File: src/rtl/sysexc_pkg.sv
package sysexc_pkg;
  localparam int NEXC = 8;
  localparam int I_NMI = 0;
  localparam int I_MEM = 1;
  localparam int I_BUS = 2;
  localparam int I_USG = 3;
  localparam int I_SVC = 4;
  localparam int I_DBG = 5;
  localparam int I_PSV = 6;
  localparam int I_STK = 7;

  localparam logic [15:0] WR_KEY = 16'h05FA;
  localparam logic [15:0] RD_KEY = 16'hFA05;
endpackage

File: src/rtl/sysexc_pend.sv
module sysexc_pend #(
  parameter int N = 8
) (
  input  logic         clk_i,
  input  logic         rst_ni,
  input  logic [N-1:0] set_i,
  input  logic [N-1:0] clr_i,
  output logic [N-1:0] pend_o
);
  for (genvar i = 0; i < N; i++) begin : g_bit
    always_ff @(posedge clk_i or negedge rst_ni) begin
      if (!rst_ni)       pend_o[i] <= 1'b0;
      else if (set_i[i]) pend_o[i] <= 1'b1;  // set wins
      else if (clr_i[i]) pend_o[i] <= 1'b0;
    end
  end
endmodule

File: src/rtl/sysexc_prio.sv
module sysexc_prio #(
  parameter int NW = 3
) (
  input  logic             clk_i,
  input  logic             rst_ni,
  input  logic [NW-1:0]    we_i,
  input  logic [31:0]      wdata_i,
  output logic [NW*32-1:0] prio_o
);
  for (genvar k = 0; k < NW; k++) begin : g_word
    always_ff @(posedge clk_i or negedge rst_ni) begin
      if (!rst_ni)     prio_o[k*32 +: 32] <= '0;
      else if (we_i[k]) prio_o[k*32 +: 32] <= wdata_i;
    end
  end
endmodule

File: src/rtl/sysexc_rstc.sv
module sysexc_rstc
  import sysexc_pkg::*;
#(
  parameter int GW = 3
) (
  input  logic          clk_i,
  input  logic          rst_ni,
  input  logic          wr_i,
  input  logic [31:0]   wdata_i,
  output logic [GW-1:0] group_o,
  output logic          rst_req_o,
  output logic          clr_act_o,
  output logic [31:0]   rd_o
);
  logic acc;
  assign acc = wr_i && (wdata_i[31:16] == WR_KEY);

  always_ff @(posedge clk_i or negedge rst_ni) begin
    if (!rst_ni) begin
      group_o   <= '0;
      rst_req_o <= 1'b0;
      clr_act_o <= 1'b0;
    end else begin
      rst_req_o <= acc && wdata_i[2];
      clr_act_o <= acc && wdata_i[1];
      if (acc) group_o <= wdata_i[8 +: GW];
    end
  end

  always_comb begin
    rd_o = '0;
    rd_o[31:16] = RD_KEY;
    rd_o[8 +: GW] = group_o;
  end

  logic unused_wd;
  assign unused_wd = ^{wdata_i[15:8+GW], wdata_i[7:3], wdata_i[0]};
endmodule

File: src/rtl/sysexc_regs.sv
module sysexc_regs
  import sysexc_pkg::*;
#(
  parameter int N_EXT = 64,
  parameter int AW    = 4,
  parameter int VW    = 9,
  parameter int NPW   = 3
) (
  input  logic             clk_i,
  input  logic             rst_ni,
  input  logic             req_i,
  input  logic             we_i,
  input  logic [AW-1:0]    addr_i,
  input  logic [31:0]      wdata_i,
  output logic [31:0]      rdata_o,
  output logic             err_o,
  input  logic             act_valid_i,
  input  logic [VW-1:0]    act_vec_i,
  input  logic             act_only_i,
  input  logic             pend_valid_i,
  input  logic [VW-1:0]    pend_vec_i,
  input  logic [N_EXT-1:0] ext_pend_i,
  input  logic [NEXC-1:0]  active_i,
  input  logic [NEXC-1:0]  hw_set_pend_i,
  input  logic [NEXC-1:0]  hw_clr_pend_i,
  output logic [NEXC-1:0]  pend_o,
  output logic [2:0]       fault_en_o,
  output logic [NPW*32-1:0] prio_o,
  output logic [31:0]      vtor_o,
  output logic [2:0]       prigroup_o,
  output logic             rst_req_o,
  output logic             clr_act_o
);
  localparam int N_GRP     = N_EXT / 32;
  localparam int OFF_TYPE  = 0;
  localparam int OFF_CTRL  = 1;
  localparam int OFF_VTOR  = 2;
  localparam int OFF_RSTC  = 3;
  localparam int OFF_PRIO  = 4;
  localparam int OFF_HSTAT = OFF_PRIO + NPW;

  logic wr, rd;
  logic hit;
  logic wr_ctrl;
  logic [NEXC-1:0] sw_set, sw_clr;
  logic [NPW-1:0]  prio_we;
  logic [31:0]     rstc_rd, rd_val;

  assign wr      = req_i && we_i;
  assign rd      = req_i && !we_i;
  assign hit     = int'(addr_i) <= OFF_HSTAT;
  assign wr_ctrl = wr && (addr_i == AW'(OFF_CTRL));

  always_comb begin
    sw_set = '0;
    sw_clr = '0;
    sw_set[I_NMI] = wr_ctrl && wdata_i[31];
    sw_set[I_PSV] = wr_ctrl && wdata_i[28];
    sw_clr[I_PSV] = wr_ctrl && wdata_i[27];
    sw_set[I_STK] = wr_ctrl && wdata_i[26];
    sw_clr[I_STK] = wr_ctrl && wdata_i[25];
  end

  sysexc_pend #(.N(NEXC)) u_pend (
    .clk_i  (clk_i),
    .rst_ni (rst_ni),
    .set_i  (hw_set_pend_i | sw_set),
    .clr_i  (hw_clr_pend_i | sw_clr),
    .pend_o (pend_o)
  );

  for (genvar k = 0; k < NPW; k++) begin : g_pwe
    assign prio_we[k] = wr && (addr_i == AW'(OFF_PRIO + k));
  end

  sysexc_prio #(.NW(NPW)) u_prio (
    .clk_i   (clk_i),
    .rst_ni  (rst_ni),
    .we_i    (prio_we),
    .wdata_i (wdata_i),
    .prio_o  (prio_o)
  );

  sysexc_rstc #(.GW(3)) u_rstc (
    .clk_i     (clk_i),
    .rst_ni    (rst_ni),
    .wr_i      (wr && (addr_i == AW'(OFF_RSTC))),
    .wdata_i   (wdata_i),
    .group_o   (prigroup_o),
    .rst_req_o (rst_req_o),
    .clr_act_o (clr_act_o),
    .rd_o      (rstc_rd)
  );

  always_ff @(posedge clk_i or negedge rst_ni) begin
    if (!rst_ni) begin
      vtor_o     <= '0;
      fault_en_o <= '0;
    end else begin
      if (wr && addr_i == AW'(OFF_VTOR))  vtor_o     <= {wdata_i[31:7], 7'b0};
      if (wr && addr_i == AW'(OFF_HSTAT)) fault_en_o <= wdata_i[18:16];
    end
  end

  always_comb begin
    rd_val = '0;
    if (addr_i == AW'(OFF_TYPE)) begin
      rd_val = 32'(N_GRP - 1);
    end else if (addr_i == AW'(OFF_CTRL)) begin
      rd_val[VW-1:0]  = act_valid_i ? act_vec_i : '0;
      rd_val[11]      = !act_valid_i || act_only_i;
      rd_val[12 +: VW] = pend_valid_i ? pend_vec_i : '0;
      rd_val[22]      = |ext_pend_i;
      rd_val[26]      = pend_o[I_STK];
      rd_val[28]      = pend_o[I_PSV];
      rd_val[31]      = pend_o[I_NMI];
    end else if (addr_i == AW'(OFF_VTOR)) begin
      rd_val = vtor_o;
    end else if (addr_i == AW'(OFF_RSTC)) begin
      rd_val = rstc_rd;
    end else if (addr_i == AW'(OFF_HSTAT)) begin
      rd_val[0]  = active_i[I_MEM];
      rd_val[1]  = active_i[I_BUS];
      rd_val[3]  = active_i[I_USG];
      rd_val[7]  = active_i[I_SVC];
      rd_val[8]  = active_i[I_DBG];
      rd_val[10] = active_i[I_PSV];
      rd_val[11] = active_i[I_STK];
      rd_val[12] = pend_o[I_USG];
      rd_val[13] = pend_o[I_MEM];
      rd_val[14] = pend_o[I_BUS];
      rd_val[15] = pend_o[I_SVC];
      rd_val[18:16] = fault_en_o;
    end else begin
      for (int k = 0; k < NPW; k++)
        if (addr_i == AW'(OFF_PRIO + k)) rd_val = prio_o[k*32 +: 32];
    end
  end

  always_ff @(posedge clk_i or negedge rst_ni) begin
    if (!rst_ni) begin
      rdata_o <= '0;
      err_o   <= 1'b0;
    end else begin
      rdata_o <= (rd && hit) ? rd_val : '0;
      err_o   <= req_i && !hit;
    end
  end

  logic unused_act;
  assign unused_act = active_i[I_NMI];
endmodule

File: config.mk
export PLATFORM = sky130hd
export DESIGN_NAME = sysexc_regs
export DESIGN_NICKNAME = d
export VERILOG_FILES = /design/src/rtl/sysexc_pkg.sv /design/src/rtl/sysexc_pend.sv /design/src/rtl/sysexc_prio.sv /design/src/rtl/sysexc_rstc.sv /design/src/rtl/sysexc_regs.sv
export SDC_FILE = /design/constraint.sdc
export NUM_CORES = 1
export LEC_CHECK = 0
export ABC_AREA = 1
export BUFFER_PORTS_ARGS = -buffer_cell sky130_fd_sc_hd__buf_2
export CAP_MARGIN = 20
export CORE_ASPECT_RATIO = 0.5
export CORE_UTILIZATION = 30
export DETAILED_ROUTE_END_ITERATION = 16
export SYNTH_ARGS = -nofsm -noshare
export SYNTH_HDL_FRONTEND = slang
export SYNTH_SLANG_ARGS = --single-unit
File: constraint.sdc
create_clock -name clk_i -period 1.4 [get_ports clk_i]
set_clock_uncertainty 0.15 [all_clocks]
set_input_delay 0 -clock clk_i [delete_from_list [all_inputs] [get_ports clk_i]]
set_output_delay 0 -clock clk_i [all_outputs]
set_load 0.01 [all_outputs]
==> Flow_metrics.wiki, run 1 <==
{| class="wikitable"
! Metric !! Value
|-
| Worst setup path start || u_pend.pend_o[0]
|-
| Total via count in the routed design || 8749
|-
| Outcome || finished with violations
|-
| # rows || 41
|-
| Width of the chip || 229 um
|-
| Clock latency of the later-clocked register in the worst-skew pair || 0.43 ns
|-
| Required time at the endpoint of the critical path || 1.57 ns
|-
| Category of the worst setup path capture point || flip-flop
|-
| Number of violations reported at the end of detailed-routing iteration 0 || 790
|-
| Synth-to-Final Area Change || 62.6%
|-
| Fmax || 738 MHz
|-
| Pin count of the biggest net entering global routing || 49
|-
| Number of H-tree branching levels || 4
|-
| Power Internal || 9.33 mW
|-
| Post-DP HPWL || 22000 um
|-
| Clock root buffer || clkbuf_16
|-
| Arithmetic-cell share of the synthesized area counting full adders, half adders and majority gates || 0%
|-
| Count of max-cap constraint violations || 0
|-
| Static leakage || 6.61 nW
|-
| Data arrival time at the worst-slack endpoint || 1.52 ns
|-
| First-pass DRT Iterations || 5
|-
| Final Slew Violations || 0
|-
| Critical-path top delay cell || dlygate4sd3_1
|-
| XOR/XNOR Fraction of Synth Area || 0%
|-
| Area share of and/or/nand/nor cells after synthesis || 24.8%
|-
| Distinct cell type count after synthesis || 29
|-
| Largest stage delay on the critical path || 0.56 ns
|-
| Clock-pin slew of the registers on the worst-case setup and hold paths || 0.07 ns
|-
| Path type of the worst min-delay path || in -> reg
|-
| Post-Syn Area per Cell || 8.06 sq um
|-
| CTS max path bufs || 2
|-
| Sinks on Clock Net || 170
|-
| Effective utilization at floorplan || 30.6%
|-
| Power density over the cells || 1090 nW/um^2
|-
| Gate power share || 22.1%
|-
| Chip Height || 115 um
|-
| Post-synthesis mux area share || 0%
|-
| Highest-count cells in the layout ignoring fill and taps || nand2_1, buf_2, dfrtp_1
|-
| TritonCTS Buffers || 17
|-
| Core Footprint || 25200 sq um
|-
| Count of buffers from port buffering || 317
|-
| Worst vdd rail ir drop || 0.902 mV
|-
| I/O pin count || 326
|-
| Clock tree from TritonCTS || yes
|-
| Global route overflow || 0
|-
| Final critical-path share of the clock period || 96.8%
|-
| Source of the worst hold timing path || act_valid_i
|-
| Worst setup path endpoint || u_pend.pend_o[0]
|-
| Global router's overall resource usage || 23.1%
|-
| Worst Path Class, Setup || reg -> reg
|-
| R2R Path End || u_pend.pend_o[0]
|-
| Initial antenna violation count || 1
|-
| Clk pwr share || 32.4%
|-
| Cell-by-cell listing of the critical path || inv_1 > o21ai_1 > dlygate4sd3_1
|-
| Net count of the finished layout || 1645
|-
| Design Power || 13.7 mW
|-
| Total die area || 26300 sq um
|-
| Ratio of cells with drive above 1 in the final layout || 30.6%
|-
| Final setup violation count || 0
|-
| Switching portion of total power || 31.9%
|-
| Startpoint of the worst register-to-register path || u_pend.pend_o[0]
|-
| Number of cell instances on the worst register-to-register path || 3
|-
| Flop and latch count out of synthesis || 170
|-
| Largest family of logic cells by synthesized area || simple AND/OR/NAND/NOR gates
|-
| Fin Hold WS || -0.0345 ns
|-
| Total length of routed wires || 31400 um
|-
| Mean number of vias per cell || 4.72
|-
| PnR worst setup slack || 0.0442 ns
|-
| Part of the power in registers || 45.5%
|-
| Total negative slack || 0 ns
|-
| Type of element launching the critical path || flip-flop
|-
| Violated checks || hold timing
|-
| Weighted congestion reported at the end of routability-driven placement || 0.916
|-
| Wire length of the first global-routing pass || 46600 um
|-
| Net Switching || 4.37 mW
|-
| Final standard cell utilization of the core || 49.7%
|-
| Most common cell after layout, fill and taps aside || nand2_1
|-
| Post-route cell area || 12500 sq um
|-
| Worst-case setup slack after placement || -0.0648 ns
|-
| Dpl cell area || 10300 sq um
|-
| Post-synthesis sequential area ratio || 55.3%
|-
| Synthesis warning total || 0
|-
| Synth Instances || 955
|-
| Number of failing hold endpoints at the final stage || 1
|-
| Largest driver fanout on the critical path || 3
|-
| Via count of the first global-routing pass || 8428
|-
| Post-route DRC violation count || 0
|-
| Detailed-route wire length per cell || 16.9 um
|-
| Synth Area in Compound Gates || 12.8%
|-
| Synth Cell Area || 7700 sq um
|-
| Tmin final || 1.36 ns
|-
| Final ANT Viol Nets || 0
|-
| Flop-to-flop setup slack || 0.04 ns
|}
per-stage QoR:
stage | cells | hold WS [ns]
final | 1855 | -0.0345
after global routing | 1854 | 0.0562
after CTS | 1851 | 0.0199
after detailed placement | 1653 | -0.255
after global placement | 1653 | -0.255
after floorplan | 961 | -0.446
state kept, by name (all words and copies together), names as in the netlist:
register,cells
err_o,1
fault_en_o,3
rdata_o,32
u_pend.pend_o,8
u_prio.prio_o,96
u_rstc.clr_act_o,1
u_rstc.group_o,3
u_rstc.rst_req_o,1
vtor_o,25
timing repair:
item	CTS	global route
endpoints found under the setup margin	0	25
buffers inserted	0	4
hold buffers	166	1
resized for setup	0	10
hold endpoints to repair	330	1
synth_stat cells:
cell type,count,area share [%]
nand2_1,328,16
dfrtp_1,170,55
o21ai_0,136,8.8
nor2_1,69,3.4
inv_1,67,3.3
nand3_1,38,2.5
a21oi_1,26,1.7
clkbuf_1,22,1.1
o21ai_1,14,0.91
buf_2,12,0.78
buf_4,11,1.1
nand4_1,10,0.81
inv_2,9,0.44
a31oi_1,8,0.65
nand2_2,6,0.49
o21bai_1,6,0.59
nor2_2,4,0.32
buf_6,3,0.44
nor3_1,3,0.19
and3_1,2,0.16
nand2_4,2,0.29
or2_2,2,0.16
buf_1,1,0.049
conb_1,1,0.049
nand3b_1,1,0.098
nor2_4,1,0.15
nor3_4,1,0.21
o31ai_1,1,0.098
or2_0,1,0.081
power groups by stage:
stage,Clock [mW],Sequential [mW],Combinational [mW]
floorplan,0,6.50,0.814
global placement,0,6.30,2.59
detailed placement,0,6.32,2.63
CTS,4.50,6.23,3.00
global route,4.68,6.32,3.33
finish,4.44,6.24,3.02
layer usage:
metal / share of wire, % / routed length, um / track usage, % / up-vias
met1: 40 / 12600 / 28.2 / 4163
met4: 3.9 / 1230 / 11.0 / 0
met5: 0 / 0 / 0 / -
met3: 5.9 / 1840 / 3.77 / 89
li1: - / - / - / 4126
met2: 50 / 15700 / 40.5 / 371
how the worst min path moves through the flow:
stage / end / slack [ns] / cells past startpoint
floorplan: err_o / -0.45 / 0
global placement: rdata_o[4] / -0.25 / 1
detailed placement: rdata_o[4] / -0.25 / 1
CTS: rdata_o[10] / 0.02 / 5
global route: u_rstc.clr_act_o / 0.06 / 5
finish: rdata_o[8] / -0.03 / 5
layout make-up:
type,instances,area [sq um]
tap,344,430
clock inverter,14,113
clock buffer,18,429
sequential,170,4250
multi-input combinational,666,2950
fill,2373,12700
timing repair buffer,565,4060
antenna,2,5.00
inverter,76,285
cells by family (layout without fill, tap and decap cells):
logic type      after synthesis  count (layout)
compound gates              191             191
buf+inv                     125             673
flops                       170             170
other cells                   1               9
simple gates                468             468
worst max-delay path, delay by kind of cell, from the launching register on:
| family | cells | cell delay (ns) |
|---|---|---|
| flops | 1 | 0.39 |
| compound gates | 1 | 0.07 |
| buf+inv | 2 | 0.63 |
(Power assumes the default switching activity.)
==> run 2, diff against run 1 <==
- CORE_UTILIZATION: 30 -> 41
- PLACE_DENSITY: unset -> 0.7
==> Flow_metrics.wiki, run 2 (synthesis results as in run 1) <==
{| class="wikitable"
! Metric !! Value
|-
| Largest driver fanout on the critical path || 2 (-1)
|-
| Mean number of vias per cell || 5.13 (+8.8%)
|-
| Design Power || 13.8 mW (+0.50%)
|-
| Initial antenna violation count || 0 (-1)
|-
| Post-route DRC violation count || 0 (unchanged)
|-
| Cell-by-cell listing of the critical path || inv_2 > o21bai_1 > dlygate4sd3_1
|-
| Fin Hold WS || -0.00260 ns (+0.0319 ns)
|-
| Synth-to-Final Area Change || 60.0%
|-
| # rows || 34 (-17%)
|-
| Number of failing hold endpoints at the final stage || 1 (unchanged)
|-
| Gate power share || 21.9% (-0.2 points)
|-
| Flop-to-flop setup slack || 0.02 ns (-0.02 ns)
|-
| Dpl cell area || 10000 sq um (-2.5%)
|-
| Total die area || 19400 sq um (-27%)
|-
| Net Switching || 4.35 mW (-0.61%)
|-
| Largest stage delay on the critical path || 0.56 ns (about the same)
|-
| Global router's overall resource usage || 31.4% (+8.3 points)
|-
| Fmax || 726 MHz (-1.6%)
|-
| Ratio of cells with drive above 1 in the final layout || 29.7% (-0.91 points)
|-
| Flip-flop count of the largest register, all copies and words added || 96 (unchanged)
|-
| Outcome || finished with violations
|-
| TritonCTS Buffers || 17 (unchanged)
|-
| Core Footprint || 17900 sq um (-29%)
|-
| Global routing met3 resource utilization || 7.05% (+3.3 points)
|-
| Global route overflow || 0 (unchanged)
|-
| Part of the power in registers || 45.1% (-0.4 points)
|-
| Clock latency of the later-clocked register in the worst-skew pair || 0.43 ns (about the same)
|-
| Source of the worst hold timing path || addr_i[2]
|-
| Tmin final || 1.38 ns (+0.0225 ns)
|-
| Area occupied by registers || 4250 sq um (unchanged)
|-
| Net count of the finished layout || 1624 (-1.3%)
|-
| Power Internal || 9.42 mW (+1.0%)
|-
| Final setup violation count || 0 (unchanged)
|-
| Fillers || 1381 (-42%)
|-
| Path type of the worst min-delay path || in -> reg
|-
| Type of element launching the critical path || flip-flop
|-
| Most flop-heavy register || u_prio.prio_o
|-
| GRT Max-Usage Layer || met2
|-
| Highest-count cells in the layout ignoring fill and taps || nand2_1, buf_2, dfrtp_1
|-
| Sinks on Clock Net || 170 (unchanged)
|-
| Width of the chip || 196 um (-14%)
|-
| Family of cells with the greatest summed delay on the critical path || buffers and inverters
|-
| Final ANT Viol Nets || 0 (unchanged)
|-
| Final Slew Violations || 0 (unchanged)
|-
| Clk pwr share || 33.0% (+0.6 points)
|-
| Critical-path top delay cell || dlygate4sd3_1
|-
| Total via count in the routed design || 8839 (+1.0%)
|-
| Detailed-route wire length per cell || 17.7 um (+4.7%)
|-
| Clock root buffer || clkbuf_16
|-
| Post-DP HPWL || 19900 um (-9.6%)
|-
| Most common cell after layout, fill and taps aside || nand2_1
|-
| Worst Path Class, Setup || reg -> reg
|-
| Via count of the first global-routing pass || 8694 (+3.2%)
|-
| Violated checks || hold timing
|-
| WHS Path Cells || 6 (+1)
|-
| Switching portion of total power || 31.6% (-0.35 points)
|-
| Weighted congestion reported at the end of routability-driven placement || 0.932 (+1.8%)
|-
| Sink of the worst hold path || u_rstc.rst_req_o
|-
| Chip Height || 98.9 um (-14%)
|-
| Category of the worst setup path capture point || flip-flop
|-
| Area of the multi-input gates || 2950 sq um (+0.25%)
|-
| Effective utilization at floorplan || 43.1% (+13 points)
|-
| Number of violations reported at the end of detailed-routing iteration 0 || 683 (-14%)
|-
| Number of cell instances on the worst register-to-register path || 3 (unchanged)
|-
| Power density over the cells || 1120 nW/um^2 (+2.1%)
|-
| Final critical-path share of the clock period || 98.4% (+1.6 points)
|-
| Startpoint of the worst register-to-register path || u_pend.pend_o[2]
|-
| Count of max-cap constraint violations || 0 (unchanged)
|-
| R2R Path End || u_pend.pend_o[2]
|-
| CTS max path bufs || 2 (unchanged)
|-
| Total length of routed wires || 30500 um (-2.8%)
|-
| Worst vdd rail ir drop || 0.934 mV (+3.6%)
|-
| Number of buffers and inverters on the critical path || 2 (unchanged)
|-
| Number of H-tree branching levels || 4 (unchanged)
|-
| Total negative slack || 0 ns (unchanged)
|-
| Required time at the endpoint of the critical path || 1.57 ns (about the same)
|-
| Count of buffers from port buffering || 317 (unchanged)
|-
| Wire length of the first global-routing pass || 46600 um (-0.15%)
|-
| Ant diodes || 0 (-2)
|-
| Post-route cell area || 12300 sq um (-1.6%)
|-
| Met2 Use GR || 52.7% (+12 points)
|-
| I/O pin count || 326 (unchanged)
|-
| Pin count of the biggest net entering global routing || 63 (+29%)
|-
| First-pass DRT Iterations || 5 (unchanged)
|-
| Clock tree from TritonCTS || yes
|-
| Clock-pin slew of the registers on the worst-case setup and hold paths || 0.08 ns (about the same)
|-
| Leading registers by flop count || u_prio.prio_o: 96 flops, rdata_o: 32 flops, vtor_o: 25 flops
|-
| Data arrival time at the worst-slack endpoint || 1.54 ns (+0.02 ns)
|-
| Global-route track usage on met1 || 38.4% (+10 points)
|-
| Static leakage || 6.55 nW (-0.93%)
|}
run 2: timing repair:
item                                   4_1_cts  5_1_grt
setup endpoints to repair                    0       74
resized for setup                            0       14
buffers inserted                             0        0
hold buffers                               166        3
endpoints found under the hold margin      330        7
run 2: layout make-up:
| type | count | share of cell area [%] |
|---|---|---|
| sequential | 170 | 34.5 |
| clock buffer | 20 | 3.71 |
| clock inverter | 12 | 0.843 |
| multi-input combinational | 666 | 24.0 |
| timing repair buffer | 544 | 32.2 |
| tap | 234 | 2.38 |
| inverter | 76 | 2.32 |
run 2: worst reg2reg max path: stages, from the launching register on:
cell	delay (ns)
dfrtp_1	0.40
inv_2	0.09
o21bai_1	0.07
dlygate4sd3_1	0.56
run 2: metrics by stage:
stage               hold WS [ns]  setup WS (ns)  util [%]  std cells
floorplan                 -0.446          0.144         -        961
global placement          -0.260         -0.111      56.1       1522
detailed placement        -0.254         -0.122      56.1       1522
CTS                      0.00786         0.0142      68.5       1720
global route            0.000289       -0.00750      68.9       1722
finish                  -0.00260         0.0217      68.9       1722
run 2: how the worst max path moves through the flow:
stage | depth (start not counted) | startpoint | end | slack [ns]
4_1_cts | 8 | wdata_i[28] | u_rstc.group_o[0] | 0.01
6_report | 3 | u_pend.pend_o[2] | u_pend.pend_o[2] | 0.02
5_1_grt | 8 | wdata_i[28] | u_rstc.group_o[1] | -0.008
2_1_floorplan | 9 | addr_i[1] | u_prio.prio_o[64] | 0.14
3_5_place_dp | 9 | addr_i[2] | rdata_o[1] | -0.12
3_3_place_gp | 9 | addr_i[2] | rdata_o[1] | -0.11
run 2: power by group through the flow:
| stage | Sequential, mW | Combinational [mW] | Clock, mW |
|---|---|---|---|
| after floorplan | 6.50 | 0.814 | 0 |
| after global placement | 6.26 | 2.52 | 0 |
| after detailed placement | 6.28 | 2.59 | 0 |
| after CTS | 6.20 | 2.96 | 4.59 |
| after global routing | 6.29 | 3.28 | 4.80 |
| final | 6.21 | 3.02 | 4.54 |
run 2: per-layer routing:
| metal | routed length (um) | vias up |
|---|---|---|
| met5 | 0 | - |
| met4 | 1290 | 0 |
| met3 | 2450 | 110 |
| met2 | 14600 | 444 |
| met1 | 12200 | 4205 |
| li1 | - | 4080 |
==> run 3, diff against run 2 <==
- BUFFER_PORTS_ARGS: -buffer_cell sky130_fd_sc_hd__buf_2 -> unset
- DONT_BUFFER_PORTS: unset -> 1
- PLACE_DENSITY: 0.7 -> unset
==> Flow_metrics.wiki, run 3 (synthesis results as in run 1) <==
{| class="wikitable"
! Metric !! Value
|-
| Outcome || finished with violations
|-
| Violated checks || hold timing
|-
| Net count of the finished layout || 1294 (-20%)
|-
| Area of the multi-input gates || 2930 sq um (-0.68%)
|-
| Total negative slack || 0 ns (unchanged)
|-
| Final critical-path share of the clock period || 99.5% (+1.1 points)
|-
| Fmax || 718 MHz (-1.1%)
|-
| Power density over the cells || 1250 nW/um^2 (+12%)
|-
| Total via count in the routed design || 7298 (-17%)
|-
| PnR worst setup slack || 0.00654 ns (-0.0152 ns)
|-
| Largest driver fanout on the critical path || 2 (unchanged)
|-
| Final setup violation count || 0 (unchanged)
|-
| Flop-to-flop setup slack || 0.007 ns (-0.02 ns)
|-
| Initial antenna violation count || 1 (+1)
|-
| Final standard cell utilization of the core || 58.5% (-10 points)
|-
| Flip-flop count of the largest register, all copies and words added || 96 (unchanged)
|-
| Detailed-route wire length per cell || 19.7 um (+11%)
|-
| # rows || 34 (unchanged)
|-
| Sinks on Clock Net || 170 (unchanged)
|-
| CTS max path bufs || 2 (unchanged)
|-
| Slew of the pin with the lowest slew margin || 0.503 ns
|-
| Highest-count cells in the layout ignoring fill and taps || nand2_1, dfrtp_1, dlygate4sd3_1
|-
| Worst Path Class, Setup || reg -> reg
|-
| Family of cells with the greatest summed delay on the critical path || buffers and inverters
|-
| R2R Path End || u_pend.pend_o[3]
|-
| Clock latency of the later-clocked register in the worst-skew pair || 0.43 ns (about the same)
|-
| Tightest slew margin relative to the limit || 66.3%
|-
| Post-DP HPWL || 18000 um (-9.3%)
|-
| Path type of the worst min-delay path || in -> async
|-
| Setup repair after global routing missed its margin || no
|-
| Number of cell instances on the worst register-to-register path || 3 (unchanged)
|-
| Post-route DRC violation count || 0 (unchanged)
|-
| Width of the chip || 196 um (unchanged)
|-
| Tmin final || 1.39 ns (+0.0152 ns)
|-
| Global route overflow || 0 (unchanged)
|-
| Final ANT Viol Nets || 0 (unchanged)
|-
| Via count of the first global-routing pass || 7252 (-17%)
|-
| Number of H-tree branching levels || 4 (unchanged)
|-
| Critical-path top delay cell || dlygate4sd3_1
|-
| Clock-pin slew of the registers on the worst-case setup and hold paths || 0.07 ns (about the same)
|-
| Static leakage || 5.04 nW (-23%)
|-
| Effective utilization at floorplan || 43.1% (unchanged)
|-
| Count of max-cap constraint violations || 0 (unchanged)
|-
| TritonCTS Buffers || 17 (unchanged)
|-
| Count of buffers from port buffering || 0 (-100%)
|-
| Final Slew Violations || 0 (unchanged)
|-
| Global router's overall resource usage || 28.2% (-3.1 points)
|-
| Category of the worst setup path capture point || flip-flop
|-
| Cell-by-cell listing of the critical path || inv_1 > o21bai_1 > dlygate4sd3_1
|-
| Area occupied by registers || 4250 sq um (unchanged)
|-
| Required time at the endpoint of the critical path || 1.55 ns (-0.02 ns)
|-
| Core Footprint || 17900 sq um (unchanged)
|-
| Clock root buffer || clkbuf_16
|-
| Synth-to-Final Area Change || 35.8%
|-
| Fillers || 1548 (+12%)
|-
| Chip Height || 98.9 um (unchanged)
|-
| Startpoint of the worst register-to-register path || u_pend.pend_o[3]
|-
| Ratio of cells with drive above 1 in the final layout || 9.16% (-21 points)
|-
| Worst-case setup slack after placement || 0.0291 ns (+0.151 ns)
|-
| Largest stage delay on the critical path || 0.56 ns (about the same)
|-
| Number of failing hold endpoints at the final stage || 192 (+191)
|-
| Clock tree from TritonCTS || yes
|-
| Leading registers by flop count || u_prio.prio_o: 96 flops, rdata_o: 32 flops, vtor_o: 25 flops
|-
| Most flop-heavy register || u_prio.prio_o
|-
| Weighted congestion reported at the end of routability-driven placement || 0.873 (-6.3%)
|-
| Fin Hold WS || -0.875 ns (-0.872 ns)
|-
| Wire length of the first global-routing pass || 41000 um (-12%)
|-
| Pin count of the biggest net entering global routing || 171 (+170%)
|-
| Mean number of vias per cell || 5.24 (+2.1%)
|-
| Type of element launching the critical path || flip-flop
|-
| Number of violations reported at the end of detailed-routing iteration 0 || 632 (-7.5%)
|-
| Total die area || 19400 sq um (unchanged)
|-
| I/O pin count || 326 (unchanged)
|-
| Worst vdd rail ir drop || 0.780 mV (-17%)
|-
| First-pass DRT Iterations || 5 (unchanged)
|-
| Data arrival time at the worst-slack endpoint || 1.55 ns (about the same)
|-
| Number of buffers and inverters on the critical path || 2 (unchanged)
|-
| Total length of routed wires || 27400 um (-10%)
|-
| Most common cell after layout, fill and taps aside || nand2_1
|}
-- run 3: cell count changes in the layout (fill, tap and decap cells not counted), sizes merged --
cell,previous run,this run
clkbuf,21,19
buf,376,48
inv,82,80
dlymetal6s4s,0,2
dlygate4sd3,167,164
diode,0,1
clkinv,3,2
bufinv,0,3
-- run 3: per-stage QoR --
stage / std cells / area [sq um] / hold slack [ns] / total power [mW]
after detailed placement: 1193 / 8140 / -0.441 / 7.85
after global placement: 1193 / 8140 / -0.442 / 7.79
after CTS: 1379 / 10300 / -0.899 / 13.1
final: 1392 / 10500 / -0.875 / 13.1
after global routing: 1392 / 10500 / -0.910 / 13.7
after floorplan: 961 / 7720 / -0.446 / 7.31
-- run 3: area by class of cell --
type / count / share of cell area [%]
Antenna cell: 1 / 0.0239
Clock buffer: 19 / 4.24
Clock inverter: 12 / 1.57
Inverter: 76 / 2.75
Multi-Input combinational cell: 666 / 28.1
Sequential cell: 170 / 40.7
Tap cell: 234 / 2.80
Timing Repair Buffer: 214 / 19.9
-- run 3: how the worst max path moves through the flow --
stage	depth (start not counted)	start	to
after detailed placement	8	addr_i[3]	rdata_o[2]
final	3	u_pend.pend_o[3]	u_pend.pend_o[3]
after global placement	8	addr_i[3]	rdata_o[2]
after global routing	3	u_pend.pend_o[3]	u_pend.pend_o[3]
after CTS	9	addr_i[1]	u_prio.prio_o[67]
after floorplan	9	addr_i[1]	u_prio.prio_o[64]
-- run 3: layer usage --
metal | share of wire, % | up-vias | wire (um) | global-route usage [%]
li1 | - | 3416 | - | -
met1 | 41 | 3499 | 11200 | 35.2
met2 | 49 | 346 | 13400 | 48.4
met3 | 8.5 | 37 | 2320 | 7.15
met4 | 1.7 | 0 | 456 | 9.25
met5 | 0 | - | 0 | 0
-- run 3: where the power goes --
group	internal (mW)	total, mW	switching [mW]
Sequential	5.60	6.69	1.09
Clock	2.88	4.93	2.06
Combinational	0.743	1.46	0.718
-- run 3: worst register-to-register path, stage by stage, from the launching register on --
cell and delay, ns:
dfrtp_1 0.42, inv_1 0.09, o21bai_1 0.06, dlygate4sd3_1 0.56
-- run 3: what timing repair did --
action / in CTS / in global routing
resized for setup: 0 / 11
setup buffers: 0 / 1
endpoints found under the setup margin: 0 / 57
hold buffers: 155 / 16
endpoints found under the hold margin: 340 / 191
